### src/rtl/addr_tx_pkg.sv
package addr_tx_pkg;
  typedef enum logic [2:0] {
    S_IDLE,
    S_ARM,
    S_SEND,
    S_ACK,
    S_LOST
  } tx_state_e;
endpackage

### src/rtl/addr_tx_latch.sv
module addr_tx_latch #(
  parameter int ADDR_W = 7,
  localparam int BYTE_W = ADDR_W + 1
) (
  input  logic              clk_i,
  input  logic              rst_ni,
  input  logic              store_i,
  input  logic [ADDR_W-1:0] addr_i,
  input  logic              rw_i,
  output logic [BYTE_W-1:0] byte_o
);
  logic [BYTE_W-1:0] byte_q;

  always_ff @(posedge clk_i or negedge rst_ni) begin
    if (!rst_ni)      byte_q <= '0;
    else if (store_i) byte_q <= {addr_i, rw_i};
  end

  assign byte_o = byte_q;

  AST_LATCH_HOLD: assert property (@(posedge clk_i) disable iff (!rst_ni)
    !$past(store_i) |-> $stable(byte_q));
endmodule

### src/rtl/addr_tx_bitsel.sv
module addr_tx_bitsel #(
  parameter int BYTE_W = 8,
  localparam int IDX_W = $clog2(BYTE_W)
) (
  input  logic [BYTE_W-1:0] byte_i,
  input  logic [IDX_W-1:0]  idx_i,
  output logic              bit_o
);
  // slot 0 carries the MSB
  logic [BYTE_W-1:0] ordered;

  for (genvar g = 0; g < BYTE_W; g++) begin : g_order
    assign ordered[g] = byte_i[BYTE_W-1-g];
  end

  always_comb begin
    bit_o = 1'b1;
    for (int k = 0; k < BYTE_W; k++)
      if (idx_i == IDX_W'(k)) bit_o = ordered[k];
  end
endmodule

### src/rtl/addr_tx_ctrl.sv
module addr_tx_ctrl
  import addr_tx_pkg::*;
#(
  parameter int BYTE_W = 8,
  localparam int IDX_W = $clog2(BYTE_W),
  localparam int RISE_W = $clog2(BYTE_W + 2)
) (
  input  logic             clk_i,
  input  logic             rst_ni,
  input  logic             start_i,
  input  logic             scl_rise_i,
  input  logic             scl_fall_dly_i,
  input  logic             sda_i,
  input  logic             bit_next_i,
  output logic [IDX_W-1:0] idx_next_o,
  output logic             sda_pull_o,
  output logic             done_o,
  output logic             noack_o,
  output logic             sda_err_o
);
  localparam logic [IDX_W-1:0]  LastIdx  = IDX_W'(BYTE_W - 1);
  localparam logic [RISE_W-1:0] LastRise = RISE_W'(BYTE_W);

  tx_state_e         state_q, state_d;
  logic [IDX_W-1:0]  idx_q, idx_d;
  logic [RISE_W-1:0] rise_q, rise_d;
  logic              cur_q, cur_d;
  logic              pull_q, pull_d;
  logic              done_q, done_d;
  logic              noack_q, noack_d;
  logic              err_q, err_d;
  logic              load;

  always_comb begin
    state_d = state_q;
    idx_d   = idx_q;
    rise_d  = rise_q;
    cur_d   = cur_q;
    pull_d  = pull_q;
    done_d  = 1'b0;
    noack_d = 1'b0;
    err_d   = 1'b0;
    load    = 1'b0;
    unique case (state_q)
      S_IDLE: begin
        if (start_i) begin
          state_d = S_ARM;
          rise_d  = '0;
        end
      end
      S_ARM: begin
        if (scl_fall_dly_i) begin
          idx_d   = '0;
          load    = 1'b1;
          state_d = S_SEND;
        end
      end
      S_SEND: begin
        if (scl_rise_i) begin
          rise_d = rise_q + 1'b1;
          if (sda_i != cur_q) begin
            err_d   = 1'b1;
            pull_d  = 1'b0;
            state_d = S_LOST;
          end
        end else if (scl_fall_dly_i) begin
          if (idx_q == LastIdx) begin
            pull_d  = 1'b0;
            state_d = S_ACK;
          end else begin
            idx_d = idx_q + 1'b1;
            load  = 1'b1;
          end
        end
      end
      S_ACK: begin
        if (scl_rise_i) begin
          done_d  = 1'b1;
          noack_d = sda_i;
          state_d = S_IDLE;
        end
      end
      S_LOST: begin
        if (scl_rise_i) begin
          rise_d = rise_q + 1'b1;
          if (rise_q == LastRise) state_d = S_IDLE;
        end
      end
      default: state_d = S_IDLE;
    endcase
    if (load) begin
      cur_d  = bit_next_i;
      pull_d = !bit_next_i;
    end
  end

  assign idx_next_o = idx_d;

  always_ff @(posedge clk_i or negedge rst_ni) begin
    if (!rst_ni) begin
      state_q <= S_IDLE;
      idx_q   <= '0;
      rise_q  <= '0;
      cur_q   <= 1'b1;
      pull_q  <= 1'b0;
      done_q  <= 1'b0;
      noack_q <= 1'b0;
      err_q   <= 1'b0;
    end else begin
      state_q <= state_d;
      idx_q   <= idx_d;
      rise_q  <= rise_d;
      cur_q   <= cur_d;
      pull_q  <= pull_d;
      done_q  <= done_d;
      noack_q <= noack_d;
      err_q   <= err_d;
    end
  end

  assign sda_pull_o = pull_q;
  assign done_o     = done_q;
  assign noack_o    = noack_q;
  assign sda_err_o  = err_q;

  AST_PULL_ON_FALL: assert property (@(posedge clk_i) disable iff (!rst_ni)
    $rose(pull_q) |-> $past(scl_fall_dly_i));
  AST_RELEASE_TIMING: assert property (@(posedge clk_i) disable iff (!rst_ni)
    $fell(pull_q) |-> ($past(scl_fall_dly_i) || $past(scl_rise_i)));
  AST_ACK_RELEASED: assert property (@(posedge clk_i) disable iff (!rst_ni)
    (state_q == S_ACK) |-> !pull_q);
  AST_LOST_RELEASED: assert property (@(posedge clk_i) disable iff (!rst_ni)
    err_q |-> !pull_q);
  AST_NOACK_WITH_DONE: assert property (@(posedge clk_i) disable iff (!rst_ni)
    noack_q |-> done_q);
  AST_ERR_NO_DONE: assert property (@(posedge clk_i) disable iff (!rst_ni)
    !(err_q && done_q));
  AST_DONE_PULSE: assert property (@(posedge clk_i) disable iff (!rst_ni)
    done_q |=> !done_q);
  AST_ERR_PULSE: assert property (@(posedge clk_i) disable iff (!rst_ni)
    err_q |=> !err_q);
  AST_FLAG_AFTER_RISE: assert property (@(posedge clk_i) disable iff (!rst_ni)
    (done_q || err_q) |-> $past(scl_rise_i));
endmodule

### src/rtl/addr_tx.sv
module addr_tx #(
  parameter int ADDR_W = 7
) (
  input  logic              clk_i,
  input  logic              rst_ni,
  input  logic [ADDR_W-1:0] addr_i,
  input  logic              rw_i,
  input  logic              store_i,
  input  logic              start_i,
  input  logic              scl_rise_i,
  input  logic              scl_fall_dly_i,
  input  logic              sda_i,
  output logic              sda_pull_o,
  output logic              done_o,
  output logic              noack_o,
  output logic              sda_err_o
);
  localparam int BYTE_W = ADDR_W + 1;
  localparam int IDX_W  = $clog2(BYTE_W);

  logic [BYTE_W-1:0] byte_q;
  logic [IDX_W-1:0]  idx_next;
  logic              bit_next;

  addr_tx_latch #(.ADDR_W(ADDR_W)) u_latch (
    .clk_i   (clk_i),
    .rst_ni  (rst_ni),
    .store_i (store_i),
    .addr_i  (addr_i),
    .rw_i    (rw_i),
    .byte_o  (byte_q)
  );

  addr_tx_bitsel #(.BYTE_W(BYTE_W)) u_bitsel (
    .byte_i (byte_q),
    .idx_i  (idx_next),
    .bit_o  (bit_next)
  );

  addr_tx_ctrl #(.BYTE_W(BYTE_W)) u_ctrl (
    .clk_i          (clk_i),
    .rst_ni         (rst_ni),
    .start_i        (start_i),
    .scl_rise_i     (scl_rise_i),
    .scl_fall_dly_i (scl_fall_dly_i),
    .sda_i          (sda_i),
    .bit_next_i     (bit_next),
    .idx_next_o     (idx_next),
    .sda_pull_o     (sda_pull_o),
    .done_o         (done_o),
    .noack_o        (noack_o),
    .sda_err_o      (sda_err_o)
  );
endmodule

### config.mk
export PLATFORM = sky130hd
export DESIGN_NAME = addr_tx
export DESIGN_NICKNAME = d
export VERILOG_FILES = /design/src/rtl/addr_tx_pkg.sv /design/src/rtl/addr_tx_latch.sv /design/src/rtl/addr_tx_bitsel.sv /design/src/rtl/addr_tx_ctrl.sv /design/src/rtl/addr_tx.sv
export SDC_FILE = /design/constraint.sdc
export NUM_CORES = 1
export LEC_CHECK = 0
export BUFFER_PORTS_ARGS = -buffer_cell sky130_fd_sc_hd__buf_2
export CORE_MARGIN = 2
export CORE_UTILIZATION = 51
export CTS_CLUSTER_SIZE = 40
export DETAILED_ROUTE_END_ITERATION = 6
export HOLD_SLACK_MARGIN = 0.03
export PLACE_DENSITY_LB_ADDON = 0.2
export SLEW_MARGIN = 15
export SYNTH_ARGS = -nofsm -noshare
export SYNTH_HDL_FRONTEND = slang
export SYNTH_HIERARCHICAL = 1
export SYNTH_SLANG_ARGS = --single-unit
export TNS_END_PERCENT = 10
### constraint.sdc
create_clock -name clk_i -period 2.8 [get_ports clk_i]
set_input_delay 0 -clock clk_i [delete_from_list [all_inputs] [get_ports clk_i]]
set_output_delay 0 -clock clk_i [all_outputs]
set_load 0.02 [all_outputs]
==> impl_metrics.tcl, run 1 <==
set metrics [dict create \
    synthSimpleGateAreaFrac_pct 14.61 \
    synth_top_area_share_pct 44.94 \
    track_usage_pct 18.02 \
    synth_area_leader_cell "dfrtp_1" \
    yosys-top-cells-area "dfrtp_1 (45%), mux2_4 (9.8%), mux4_1 (4.3%), ha_1 (3.1%), mux2_2 (2.8%)" \
    first_global_vias 852 \
    synth_top_family_by_area "multiplexers" \
    ir_worst_vdd_mv 0.5396 \
    num_antenna_cells 0 \
    synth_compound_area_share_pct 10.21 \
    fin_ws_ns 0.2331 \
    relSlewSlack_pct 66.62 \
    cp_common_cell "mux2_2" \
    instances_no_fill 159 \
    critPathRequiredTime_ns 3.06 \
    min_period_over_period_pct 91.67 \
    clk_pin_slew_ns 0.13 \
    clock.fmax_mhz 389.6 \
    antenna_found_initial 0 \
    routabilityCongestion 0.7617 \
    path_cells "ha_1 > nand2_1 > nor3b_1 > o21bai_1 > a22o_1 > mux4_1 > mux2_2 > mux2_2" \
    post-route-min-period_ns 2.567 \
    ys_ff_latch 23 \
    cp_top_family "multiplexers" \
    setup_tns_ns 0 \
    clock_skew_ns 0.0007314 \
    h-tree-depth 1 \
    cts_root_buf "clkbuf_4" \
    yosysUniqueCellTypes 42 \
    cpMaxStageDelayCell "mux4_1" \
    ant_nets 0 \
    die_h_um 53.01 \
    syn-num-nets 118 \
    synth.cell_area_um2 1225 \
    total_leakage_power_nw 0.7140 \
    dp.cells 143 \
    synthArstFlopShare_pct 100.0 \
    clockBufferDepth 2 \
    initial_utilization_pct 54.85 \
    cts_buffers 3 \
    rsz0062_at_grt "false" \
    synthMuxAreaShare_pct 19.51 \
    critPathLaunchType "flop" \
    yosys_warnings 6 \
    hpwl_um 1607 \
    area_delta_synth_final_pct 20.33 \
    fillers 176 \
    rows 17 \
    path_class "reg -> reg" \
    crit_arrival_ns 2.82 \
    synth_flop_cell "dfrtp_1" \
    viasPerCell 5.453 \
    drc 0 \
    grt_pass1_wl_um 3650 \
    crit_buf_inv 0 \
    synth_xor_area_share_pct 1.430 \
    finalMaxSlewViolations 0 \
    hold_viol 0 \
    fin_area_um2 1474 \
    num_io_pins 19 \
    grt.overflow.total 0 \
    endpoint_kind "flop" \
    preCtsSetupSlack_ns 0.2656 \
    p_per_area_nw_per_um2 787.3 \
    hold_path_class "in -> reg" \
    vias 867 \
    route.detailed.wl_per_inst_um 14.00 \
    core_area_um2 2233 \
    synth_fa_ha_area_share_pct 3.064 \
    cts_num_sinks 23 \
    fp.dieW_um 53.01 \
    setup-violations-final 0 \
    final_nets 150 \
    port-buffer-count 18 \
    status "complete, no violations" \
    cts_resized 0 \
    grt_max_degree 24 \
    tightest_slew_ns 0.5006 \
    synthCells 100 \
    drt-pass1-iter-count 4 \
    dr.first_iter.drc_count 7 \
    cts_tree "done" \
    clock_latency_ns 0.31 \
    drive_gt1_share_pct 30.53 \
    critPathMaxStageDelay_ns 0.57 \
    total_power_mw 1.160 \
    synth_edf_count 0 \
    dpl_cell_area_um2 1326 \
    path_max_fanout 4 \
    drt_wl_total_um 2226 \
    ys_seq_area_share_pct 47.09 \
    die_area_um2 2810 \
    cap_violations 0 \
    avgSynthCellArea_um2 12.25 \
]
through the flow:
stage	hold slack [ns]	utilization (%)
after floorplan	-0.2956	-
after global placement	-0.0008097	59.38
after detailed placement	0.001303	59.38
after CTS	0.09807	65.99
after global routing	0.09441	65.99
final	0.1030	65.99
worst min-delay path: cells and delay by family:
| family | cells | cell delay (ns) |
|---|---|---|
| simple gates | 1 | 0.04 |
| buf+inv | 2 | 0.15 |
| mux | 1 | 0.22 |
cells in the final DEF (no fill, tap or decap), types with 2 or more instances in the layout:
cell type      Yosys  final
a31oi_1            2      2
and2_1             2      2
and3_1             2      2
buf_2              1     18
clkbuf_4           0      3
dfrtp_1           22     22
dlygate4sd3_1      0     12
ha_1               3      3
inv_1              5      5
mux2_2             3      3
mux2_4             8      8
mux4_1             2      2
nand2_1            5      5
nand2b_1           3      3
nand3_1            4      4
nor2_1             6      6
nor3_1             2      2
o21ai_0            3      3
metal layers:
layer | vias to the layer above | wire length, um | global-route usage [%] | part of all wire (%)
met1 | 418 | 1049 | 23.16 | 47
li1 | 428 | - | - | -
met3 | 2 | 74 | 3.390 | 3.3
met2 | 19 | 1076 | 30.63 | 48
met4 | 0 | 26 | 5.556 | 1.2
met5 | - | 0 | 0 | 0
synth_stat cells, drive strengths merged, types with 2 or more instances:
master and instances:
a31oi 2, and2 2, and3 2, buf 3
dfrtp 22, ha 3, inv 5, mux2 11
mux4 3, nand2 5, nand2b 3, nand3 4
nor2 6, nor2b 2, nor3 2, o21ai 3
final cells by class:
class / count / area (um2) / area share [%]
sequential: 23 / 576.8 / 39.13
timing repair buffer: 31 / 217.7 / 14.77
clock buffer: 3 / 22.52 / 1.528
inverter: 5 / 18.77 / 1.273
clock inverter: 1 / 5.005 / 0.3396
multi-input combinational: 68 / 598.1 / 40.58
tap: 28 / 35.03 / 2.377
registers in the layout, summed over array words and instances (netlist names):
name,count
u_ctrl/cur_q,1
u_ctrl/idx_q,3
u_ctrl/state_q,3
u_ctrl/sda_pull_o,1
u_latch/byte_o,8
u_ctrl/noack_o,1
u_ctrl/done_o,1
u_ctrl/sda_err_o,1
u_ctrl/rise_q,4
cells by family (layout without fill, tap and decap cells):
logic type,Yosys count,in the layout
simple gates,31,31
flops,23,23
compound gates,17,17
mux,15,15
buf+inv,9,40
fa+ha+maj,3,3
xor+xnor,2,2
repair_timing:
| item | in CTS | in global routing |
|---|---|---|
| hold buffers | 12 | 0 |
| buffers inserted | 0 | 0 |
| hold endpoints to repair | 34 | 0 |
path summary, 6_finish.rpt:
kind	to	slack (ns)	cells after the start	startpoint
min in group asynchronous	u_ctrl/rise_q[3]	0.17	2	rst_ni
worst min register to register	u_latch/byte_o[2]	0.54	1	u_latch/byte_o[2]
max in group asynchronous	u_ctrl/cur_q	2.27	2	rst_ni
worst max-delay path	u_ctrl/cur_q	0.23	8	u_ctrl/idx_q[0]
worst min-delay path	u_ctrl/state_q[0]	0.10	4	start_i
worst max register to register	u_ctrl/cur_q	0.23	8	u_ctrl/idx_q[0]
where the power goes:
group / internal, mW / total, mW / switching (mW) / leakage, nW
logic: 0.252 / 0.492 / 0.240 / 0.410
registers: 0.424 / 0.514 / 0.0896 / 0.286
clock network: 0.0535 / 0.155 / 0.102 / 0.0177
total: 0.729 / 1.16 / 0.431 / 0.714
Power figures use the tool's default switching activity.
==> inputs of run 2 (changes only) <==
--- a/config.mk
+++ b/config.mk
@@ -7,7 +7,7 @@
 export LEC_CHECK = 0
 export BUFFER_PORTS_ARGS = -buffer_cell sky130_fd_sc_hd__buf_2
 export CORE_MARGIN = 2
-export CORE_UTILIZATION = 51
+export CORE_UTILIZATION = 40
 export CTS_CLUSTER_SIZE = 40
 export DETAILED_ROUTE_END_ITERATION = 6
 export HOLD_SLACK_MARGIN = 0.03
==> run 2 against run 1 <==
Via count down 3.3%. Sequential power rose by 2%. Setup slack gained 0.12 ns. Flip-flop and latch count unchanged. Non-clock buffer count is the same. Sequential share of layout area down 0.17 points. Total power down 0.97%. Hold slack improved by 0.011 ns. Fmax up 4.8%. Highest routed layer unchanged.
==> impl_metrics.tcl, run 2 (same netlist as run 1, synthesis figures left out) <==
set metrics [dict create \
    status "complete, no violations" \
    route.detailed.wl_per_inst_um 13.27 \
    area_delta_synth_final_pct 20.84 \
    num_antenna_cells 0 \
    drc 0 \
    critPathLaunchType "flop" \
    port-buffer-count 18 \
    dr.first_iter.drc_count 35 \
    hold_buffers 12 \
    die_h_um 59.34 \
    cpMaxStageDelayCell "mux4_1" \
    path_max_fanout 4 \
    cap_violations 0 \
    grt.overflow.total 0 \
    dp.cells 148 \
    cts_tree "done" \
    fillers 270 \
    final_common_cell "dfrtp_1" \
    grt_max_degree 24 \
    cts_root_buf "clkbuf_4" \
    cts_buffers 3 \
    post-route-min-period_ns 2.449 \
    ir_worst_vdd_mv 0.2276 \
    setup_tns_ns 0 \
    cts_num_sinks 23 \
    initial_utilization_pct 41.13 \
    drive_gt1_share_pct 30.53 \
    ant_nets 0 \
    path_class "reg -> reg" \
    total_power_mw 1.149 \
    h-tree-depth 1 \
    p_per_area_nw_per_um2 776.4 \
    clock_latency_ns 0.31 \
    clock_skew_ns 0.006283 \
    tightest_slew_ns 0.5176 \
    cts_resized 0 \
    largest_register_ffs 8 \
    track_usage_pct 14.51 \
    finalMaxSlewViolations 0 \
    grt_pass1_wl_um 3767 \
    hold_path_class "in -> reg" \
    path_cells "ha_1 > nand2_1 > nor3b_1 > o21bai_1 > a22o_1 > mux4_1 > mux2_2 > mux2_2" \
    hpwl_um 1578 \
    die_area_um2 3521 \
    first_global_vias 865 \
    drt-pass1-iter-count 4 \
    rsz0062_at_grt "false" \
    cts_setup_buffers 0 \
    fp.dieW_um 59.34 \
    preCtsSetupSlack_ns 0.3642 \
    layout_common_cells "dfrtp_1 (22), buf_2 (18), dlygate4sd3_1 (12), mux2_4 (8), nor2_1 (6)" \
    dpl_cell_area_um2 1333 \
    antenna_found_initial 0 \
    total_leakage_power_nw 0.7134 \
    clk_pin_slew_ns 0.13 \
    crit_arrival_ns 2.71 \
    viasPerCell 5.110 \
    vias 838 \
    min_period_over_period_pct 87.48 \
    routabilityCongestion 0.7837 \
    final_nets 150 \
    critPathMaxStageDelay_ns 0.55 \
    hold_viol 0 \
    endpoint_kind "flop" \
    fin_ws_ns 0.3506 \
    fin_area_um2 1480 \
    core_area_um2 2978 \
    relSlewSlack_pct 65.49 \
    clock.fmax_mhz 408.3 \
    cp_common_cell "mux2_2" \
    clockBufferDepth 2 \
    drt_wl_total_um 2176 \
    num_io_pins 19 \
    instances_no_fill 164 \
    critPathRequiredTime_ns 3.06 \
    setup-violations-final 0 \
    rows 20 \
]
-- run 2: cell counts in the layout (fill, tap and decap cells not counted) --
Identical to the previous run, type by type.
-- run 2: per-layer routing --
metal  track usage (%)  share of wire, %  vias to the layer above
met1             17.84                48                      389
met3             3.275               3.4                        3
met4             6.818               1.1                        0
met2             24.02                47                       19
li1                  -                 -                      427
met5                 0                 0                        -
-- run 2: final cells by class --
cell class | count | area, um2 | area share (%)
timing repair buffer | 31 | 217.7 | 14.71
inverter | 5 | 18.77 | 1.268
multi-input combinational | 68 | 598.1 | 40.41
clock inverter | 1 | 5.005 | 0.3381
clock buffer | 3 | 22.52 | 1.522
tap | 33 | 41.29 | 2.790
sequential | 23 | 576.8 | 38.97
-- run 2: worst max-delay path, delay by kind of cell (launching register included) --
kind | cells | cell delay [ns]
and+or+nand+nor | 2 | 0.23
AOI/OAI and AO/OA | 2 | 0.47
DFF | 1 | 0.38
muxes | 3 | 1.10
adders and majority gates | 1 | 0.22
-- run 2: final timing paths --
kind | end | depth (start not counted) | slack [ns] | start
worst max-delay path | u_ctrl/cur_q | 8 | 0.35 | u_ctrl/idx_q[0]
worst min-delay path | u_latch/byte_o[6] | 2 | 0.11 | store_i
worst max register to register | u_ctrl/cur_q | 8 | 0.35 | u_ctrl/idx_q[0]
worst min register to register | u_latch/byte_o[5] | 1 | 0.52 | u_latch/byte_o[5]
max in group asynchronous | u_ctrl/cur_q | 2 | 2.26 | rst_ni
min in group asynchronous | u_ctrl/state_q[2] | 2 | 0.18 | rst_ni
-- run 2: stage by stage --
step / hold WS [ns] / util, %
CTS: 0.09839 / 49.71
global placement: 0.005178 / 44.75
detailed placement: 0.01097 / 44.75
finish: 0.1141 / 49.71
floorplan: -0.2956 / -
global route: 0.08596 / 49.71
-- run 2: power by group --
group          switching [mW]  leakage [nW]  internal [mW]
combinational           0.221         0.409          0.250
clock                  0.0999        0.0177         0.0534
sequential              0.102         0.286          0.424
